==> src/rtl/cart_pkg.sv <==
package cart_pkg;
  localparam int ADDR_W   = 13;
  localparam int DATA_W   = 8;
  localparam int OFFS_W   = 12;
  localparam int RAM_AW   = 7;
  localparam logic [ADDR_W-1:0] HOT_END = 13'h1FFA;

  // First hotspot address for a given bank count (hotspots end at 0x1FF9)
  function automatic logic [ADDR_W-1:0] hot_base(input int nb);
    return ADDR_W'(HOT_END - ADDR_W'(nb));
  endfunction

  // Selected and inside the RAM write range (offsets 0x000-0x07F)
  function automatic logic is_wr_win(input logic [ADDR_W-1:0] a);
    return a[12] && (a[11:7] == 5'd0);
  endfunction

  // Selected and inside the RAM read range (offsets 0x080-0x0FF)
  function automatic logic is_rd_win(input logic [ADDR_W-1:0] a);
    return a[12] && (a[11:7] == 5'd1);
  endfunction
endpackage

==> src/rtl/cart_decode.sv <==
module cart_decode
  import cart_pkg::*;
#(
  parameter int NUM_BANKS = 4,
  localparam int BANK_W = $clog2(NUM_BANKS)
) (
  input  logic [ADDR_W-1:0] addr,
  output logic              sel,
  output logic              wr_win,
  output logic              rd_win,
  output logic              hot_hit,
  output logic [BANK_W-1:0] hot_idx
);
  localparam logic [ADDR_W-1:0] BASE = hot_base(NUM_BANKS);

  logic [NUM_BANKS-1:0] hit_vec;

  assign sel    = addr[12];
  assign wr_win = is_wr_win(addr);
  assign rd_win = is_rd_win(addr);

  for (genvar g = 0; g < NUM_BANKS; g++) begin : g_hot
    assign hit_vec[g] = (addr == ADDR_W'(BASE + ADDR_W'(g)));
  end

  assign hot_hit = |hit_vec;

  always_comb begin
    hot_idx = '0;
    for (int i = 0; i < NUM_BANKS; i++)
      if (hit_vec[i]) hot_idx = BANK_W'(i);
  end
endmodule

==> src/rtl/cart_bank_reg.sv <==
module cart_bank_reg #(
  parameter int NUM_BANKS = 4,
  localparam int BANK_W = $clog2(NUM_BANKS)
) (
  input  logic              clk,
  input  logic              rst_n,
  input  logic              load,
  input  logic [BANK_W-1:0] load_idx,
  output logic [BANK_W-1:0] bank_q
);
  localparam logic [BANK_W-1:0] TOP_BANK = BANK_W'(NUM_BANKS - 1);

  always_ff @(posedge clk) begin
    if (!rst_n)    bank_q <= TOP_BANK;
    else if (load) bank_q <= load_idx;
  end
endmodule

==> src/rtl/cart_ram.sv <==
module cart_ram #(
  parameter int AW = 7,
  parameter int DW = 8,
  localparam int DEPTH = 1 << AW
) (
  input  logic          clk,
  input  logic          we,
  input  logic [AW-1:0] waddr,
  input  logic [DW-1:0] wdata,
  input  logic [AW-1:0] raddr,
  output logic [DW-1:0] rdata
);
  logic [DW-1:0] mem [DEPTH];

  always_ff @(posedge clk) begin
    if (we) mem[waddr] <= wdata;
  end

  assign rdata = mem[raddr];
endmodule

==> src/rtl/cart_mapper.sv <==
module cart_mapper
  import cart_pkg::*;
#(
  parameter int NUM_BANKS = 4,
  localparam int BANK_W = $clog2(NUM_BANKS)
) (
  input  logic                     clk,
  input  logic                     rst_n,
  input  logic [ADDR_W-1:0]        bus_addr,
  input  logic [DATA_W-1:0]        bus_wdata,
  input  logic [DATA_W-1:0]        rom_rdata,
  output logic [BANK_W+OFFS_W-1:0] rom_addr,
  output logic                     rom_en,
  output logic                     ram_we,
  output logic                     drv_en,
  output logic [DATA_W-1:0]        drv_data
);
  logic              sel, wr_win, rd_win, hot_hit;
  logic [BANK_W-1:0] hot_idx, bank_q;
  logic [ADDR_W-1:0] prev_addr;
  logic              prev_valid;
  logic              access_new;
  logic              bank_load;
  logic [DATA_W-1:0] ram_rdata;

  // Access tracker: a change of sampled address marks a new access
  always_ff @(posedge clk) begin
    if (!rst_n) begin
      prev_addr  <= '0;
      prev_valid <= 1'b0;
    end else begin
      prev_addr  <= bus_addr;
      prev_valid <= 1'b1;
    end
  end

  assign access_new = !prev_valid || (bus_addr != prev_addr);

  cart_decode #(.NUM_BANKS(NUM_BANKS)) u_dec (
    .addr    (bus_addr),
    .sel     (sel),
    .wr_win  (wr_win),
    .rd_win  (rd_win),
    .hot_hit (hot_hit),
    .hot_idx (hot_idx)
  );

  assign bank_load = access_new && hot_hit;

  cart_bank_reg #(.NUM_BANKS(NUM_BANKS)) u_bank (
    .clk      (clk),
    .rst_n    (rst_n),
    .load     (bank_load),
    .load_idx (hot_idx),
    .bank_q   (bank_q)
  );

  assign ram_we = access_new && wr_win;

  cart_ram #(.AW(RAM_AW), .DW(DATA_W)) u_ram (
    .clk   (clk),
    .we    (ram_we),
    .waddr (bus_addr[RAM_AW-1:0]),
    .wdata (bus_wdata),
    .raddr (bus_addr[RAM_AW-1:0]),
    .rdata (ram_rdata)
  );

  assign rom_addr = {bank_q, bus_addr[OFFS_W-1:0]};
  assign rom_en   = sel && !wr_win && !rd_win;
  assign drv_en   = sel && !wr_win;
  assign drv_data = rd_win ? ram_rdata : rom_rdata;
endmodule

==> config.mk <==
export PLATFORM = sky130hd
export DESIGN_NAME = cart_mapper
export DESIGN_NICKNAME = d
export VERILOG_FILES = /design/src/rtl/cart_pkg.sv /design/src/rtl/cart_decode.sv /design/src/rtl/cart_bank_reg.sv /design/src/rtl/cart_ram.sv /design/src/rtl/cart_mapper.sv
export SDC_FILE = /design/constraint.sdc
export NUM_CORES = 1
export LEC_CHECK = 0
export BUFFER_PORTS_ARGS = -buffer_cell sky130_fd_sc_hd__buf_2
export CAP_MARGIN = 20
export CORE_MARGIN = 3
export CORE_UTILIZATION = 35
export CTS_BUF_LIST = sky130_fd_sc_hd__clkbuf_4 sky130_fd_sc_hd__clkbuf_8 sky130_fd_sc_hd__clkbuf_16
export DETAILED_ROUTE_END_ITERATION = 7
export PLACE_DENSITY = 0.49
export SETUP_SLACK_MARGIN = 0.2
export SLEW_MARGIN = 25
export SYNTH_ARGS = -nofsm -noshare
export SYNTH_HDL_FRONTEND = slang
export SYNTH_SLANG_ARGS = --single-unit
==> constraint.sdc <==
create_clock -name clk -period 2.58 [get_ports clk]
set_input_delay 0.387 -clock clk [delete_from_list [all_inputs] [get_ports clk]]
set_output_delay 0.387 -clock clk [all_outputs]
set_load 0.05 [all_outputs]
* Word level (Yosys, flattened, before mapping)
Memories as Yosys holds them, arrays and structs flattened.
Cells that the tools add are included.
** Word-level totals
- Register bits after elaboration :: 16
- Bits in writable memories :: 1024
- Input port bits :: 31
- Output and inout port bits :: 25
- Logic and storage cells :: 29
- Memories kept :: 1
** Operators by class
- Eq/ne operators :: 6
- Multiplexer cells :: 7
- Reductions and logical operators :: 12
** Memory list
- u_ram.mem :: depth 128, bits a word 8, read ports 1, clocked after memory_dff 0, wr ports 1, RTL line cart_ram.sv:13 : logic [DW-1:0] mem [DEPTH];
** Operator list (count)
- == test 13 bit, second input constant :: 4
- != test 13 bit :: 1
- 2-to-1 mux 8 bit :: 1
- logical AND 1 bit :: 6
- == test 5 x 1 -> 1 bit, second input constant :: 1
- logical NOT 5 bit :: 1
- 2-to-1 mux 1 bit :: 4
- 2-to-1 mux 2 bit :: 2
- OR reduction 4 bit :: 1
- logical NOT 1 bit :: 3
- logical OR 1 bit :: 1

* Logic depth before layout (Yosys ltp)
- Depth after elaboration :: 5
- Gate-level depth with buffers :: 12
- Gate-level depth less buffers :: 7

* By module
A second synthesis with hierarchy kept.
** Unflattened totals
- Cell total of the unflattened synthesis :: 1719
- Area, all modules :: 40395.0 µm²
** Modules (own cells, without submodules)
- cart_ram :: times used 1, cells each 1627, area each 39505.4 µm², sequential area each 30749.5 µm²
- cart_mapper :: times used 1, cells each 71, area each 724.4 µm², sequential area each 280.3 µm²
- cart_decode :: times used 1, cells each 15, area each 97.6 µm², sequential area each 0.0 µm²
- cart_bank_reg :: times used 1, cells each 6, area each 67.6 µm², sequential area each 40.0 µm²

* Least setup slack after synthesis
Ideal clock, no wire load.
- Kind :: in2reg
- Start :: in bus_addr[2]
- End :: mem u_ram.mem[75][0] (enable)
- Setup time :: 0.370 ns
- Arrival :: 3.417 ns
- Data required time :: 2.210 ns
- Path slack :: -1.207 ns
- Cell stages on the path :: 9
- Path buffers :: 2
- Cells stage by stage :: buf_2 -> xnor2_1 -> nand4_1 -> nor4_1 -> nor4_1 -> and2_1 -> nand2_1 -> buf_2 -> nor2_1
** On the way
- Cells in the longest elaborated chain, start to end :: 5
** Ends and longest elaborated chain
- start: declaration :: RTL line cart_mapper.sv:9 : input logic [ADDR_W-1:0] bus_addr,
- != test 13 bit :: RTL line cart_mapper.sv:37 : assign access_new = !prev_valid || (bus_addr != prev_addr);
- logical OR 1 bit :: RTL line cart_mapper.sv:37
- logical AND 1 bit :: RTL line cart_mapper.sv:58 : assign ram_we = access_new && wr_win;
- net ram_we :: RTL line cart_mapper.sv:14 : output logic ram_we,
- 2-to-1 mux 1 bit :: RTL line cart_ram.sv:16 : if (we) mem[waddr] <= wdata;
- 2-to-1 mux 1 bit (not written as such) :: RTL line cart_ram.sv:16
- end: declaration :: RTL line cart_ram.sv:13
The timed path passes the listed nets, and every way through them passes these cells.

* Worst setup path in the final report
- Start :: mem u_ram.mem[66][7]
- End :: out drv_data[7]
** On the way
- Cells in the longest elaborated chain, start to end :: 2
** Ends and longest elaborated chain
- memory read (128 x 8 bit)
- 2-to-1 mux 8 bit :: RTL line cart_mapper.sv:72 : assign drv_data = rd_win ? ram_rdata : rom_rdata;
- end: declaration :: RTL line cart_mapper.sv:16 : output logic [DATA_W-1:0] drv_data
Every way passes these cells.

==> impl_metrics.tcl <==
set metrics [dict create \
    worst_path_max_delay_cell "mux4_2" \
    io-pin-count 56 \
    core_region_area_sq_um 116000 \
    antennaDiodeCount 0 \
    post_synth_most_frequent_cells "edfxtp_1, mux2i_1, nor2_1" \
    failed_checks "setup timing" \
    grt_max_degree 129 \
    critical-path-top-cell-by-count "buf_6" \
    worst_path_largest_cell_delay_ps 520 \
    synth.most_common_cell "edfxtp_1" \
    fin_area_sq_um 54000 \
    fin_ws_ps -941 \
    post_synthesis_sequential_area_ratio_pct 75.7 \
    clock_tree_root_buffer_cell "clkbuf_16" \
    postRouteWirelength_microns 126000 \
    cts.htree.levels 3 \
    nFillCells 9896 \
    worstPathBufferInverterCount 3 \
    via_per_inst 5.39 \
    synth.yosys.warnings 0 \
    layout-area-overhead-vs-synth_pct 31.4 \
    critical_path_required_ps 2190 \
    max_cap_check_violation_count 0 \
    ctsLongestPathBuffers 3 \
    max_slew_margin_pct 36.8 \
    timing.critical_path.from_type "flip-flop" \
    post_synth_num_cell_types 59 \
    postSynth.topFlopCell "edfxtp_1" \
    share_of_layout_cells_above_drive_strength_1_pct 39.1 \
    hold_start "bus_addr[9]" \
    drt-initial-drc-count 2641 \
    route.vias.total 23900 \
    number_of_antenna_violations_at_the_first_check_in_global_routing 3 \
    die-area_sq_um 121000 \
    dp.cells 4100 \
    placement_rows 125 \
    netlist.area_leader.share_pct 74.9 \
    critical_path.max_fanout 1 \
    cp-end-kind "output pin" \
    yosys-top-cells-area "edfxtp_1, mux4_2, mux2i_1" \
    total_power_mw 36.7 \
    finalHoldViolations 0 \
    synthesis.instances 2242 \
    chipHeight_microns 349 \
    power-per-cell-area_nw_per_um2 680 \
    cp.arrival_ps 3130 \
    setup_violations 17 \
    clock_latency_ps 700 \
    fin_worst_skew_ps 44.9 \
    grt-ovfl-total 0 \
    synth-edff-count 1024 \
    numCtsBuffers 107 \
    via_count_of_the_first_global_routing_pass 24100 \
    max_slew_violations 0 \
    max_slew.worst_pin.slew_ps 946 \
    io_buffers 55 \
    setup_repair_after_global_routing_missed_its_margin "true" \
    layout.cells.non_filler 4424 \
    placedInstanceArea_sq_um 46700 \
    die_width_microns 349 \
    finish.net_count 2839 \
    cts_tree "done" \
    async_flop_share_pct 0 \
    leakage_nw 18.0 \
    run_status "finished with violations" \
    fmax_mhz 284 \
    critPathTopFamily "compound AO/OA/AOI/OAI gates" \
    avgSynthCellArea_sq_um 18.3 \
    path_clk_slew_ps 60 \
    rd_place_congestion 0.857 \
    synthDominantAreaCellType "edfxtp_1" \
    drt_pass1_iterations 6 \
    holdBufCountCts 0 \
    initial_core_util_pct 35.3 \
    final_antenna_net_count 0 \
    ir_drop_v 0.000585 \
    avgRoutedWirePerCell_microns 28.4 \
    syn_nets 2273 \
    cp-startpoint "u_ram.mem[66][7]$_DFFE_PP_" \
    rr_startpoint "prev_addr[6]$_SDFF_PN0_" \
    holdCritPathClass "in2reg" \
    critical_path_class "reg2out" \
    final_min_period_over_clock_period_pct 136 \
    post-route-drc-count 0 \
    place_hpwl_microns 84500 \
    post-route-min-period_ps 3520 \
    mappedNetlistArea_sq_um 41100 \
    postSynthRegisterBits 1040 \
    clock_sinks 1040 \
    grt_util_all_layers_pct 20.4 \
    wire_length_of_the_first_global_routing_pass_microns 178000 \
    cp_cell_sequence "mux4_2 -> o22ai_4 -> buf_6 -> nand4_1 -> a21oi_4 -> buf_6 -> a41oi_4 -> buf_12" \
]
==> metal layers <==
| metal | vias up | share of wire, % | GRT usage, % |
|---|---|---|---|
| met4 | 2 | 2.7 | 6.08 |
| met5 | - | 0.0087 | 0 |
| met1 | 12600 | 42 | 28.2 |
| li1 | 10200 | - | - |
| met2 | 909 | 47 | 32.2 |
| met3 | 183 | 7.5 | 4.83 |
==> layout by cell type, fill, tap and decap left out, types with 26 or more instances in the layout <==
cell / n
edfxtp_1: 1024
buf_4: 321
mux2i_1: 183
buf_12: 169
mux4_2: 145
nand2_1: 141
nor2_4: 128
clkbuf_16: 111
a21oi_1: 65
buf_6: 64
o22ai_1: 58
o21ai_0: 52
buf_2: 34
clkinv_1: 29
a22oi_1: 26
==> per-stage QoR <==
| stage | hold slack, ps | setup slack [ps] | util, % | setup TNS [ps] |
|---|---|---|---|---|
| after global routing | 57.2 | -996 | 46.4 | -7180 |
| after floorplan | 415 | -202 | - | -95430 |
| after detailed placement | 502 | -1400 | 40.1 | -630200 |
| after global placement | 505 | -1400 | 40.1 | -642230 |
| final | 81.6 | -941 | 46.4 | -6290 |
| after CTS | 29.7 | -905 | 45.1 | -9780 |
==> cell type report <==
cell class	instances	area [sq um]	share of cell area, %
Clock buffer	133	2940	5.45
Clock inverter	68	629	1.17
Inverter	2	7.51	0.0139
Multi-Input combinational cell	1056	10500	19.5
Sequential cell	1040	31100	57.6
Tap cell	1524	1910	3.53
Timing Repair Buffer	601	6900	12.8
==> worst register-to-register path: cells and delay by family (launching register included) <==
kind / cells / cell delay, ps
buffers and inverters: 7 / 950
AND/OR/NAND/NOR: 6 / 790
flip-flops: 1 / 410
XOR/XNOR: 1 / 160
==> registers in the layout, summed over array words and instances (netlist names) <==
name	cells
prev_addr	13
prev_valid	1
u_bank.bank_q	2
u_ram.mem	1024
==> power breakdown <==
| part | switching [mW] | internal (mW) | total, mW |
|---|---|---|---|
| Sequential | 0.00651 | 18.6 | 18.6 |
| Combinational | 1.54 | 0.987 | 2.53 |
| Clock | 6.56 | 9.02 | 15.6 |
| Total | 8.11 | 28.6 | 36.7 |
==> kinds of logic after synthesis <==
logic type	Yosys count	synth area share (%)
multiplexers	337	12.7
buffers and inverters	146	2.35
flip-flops	1040	75.7
AO/OA/AOI/OAI	302	4.62
AND/OR/NAND/NOR	404	4.35
XOR/XNOR	13	0.277
==> path summary, 6_finish.rpt <==
path | depth (start not counted) | slack [ps] | to
hold / removal | 3 | 80 | prev_addr[9]$_SDFF_PN0_
setup / recovery | 8 | -940 | drv_data[7]
hold reg to reg | 2 | 530 | u_bank.bank_q[0]$_SDFFE_PN1P_
setup reg to reg | 14 | -10 | u_ram.mem[103][6]$_DFFE_PP_
==> timing repair <==
item / in CTS / in global routing
pin swaps: 69 / 86
endpoints found under the setup margin: 1033 / 995
setup buffers: 61 / 61
endpoints found under the hold margin: 0 / 0
gates cloned: 0 / 1
gates resized for setup: 345 / 96
Note: power is estimated with default switching activity, not from simulation.
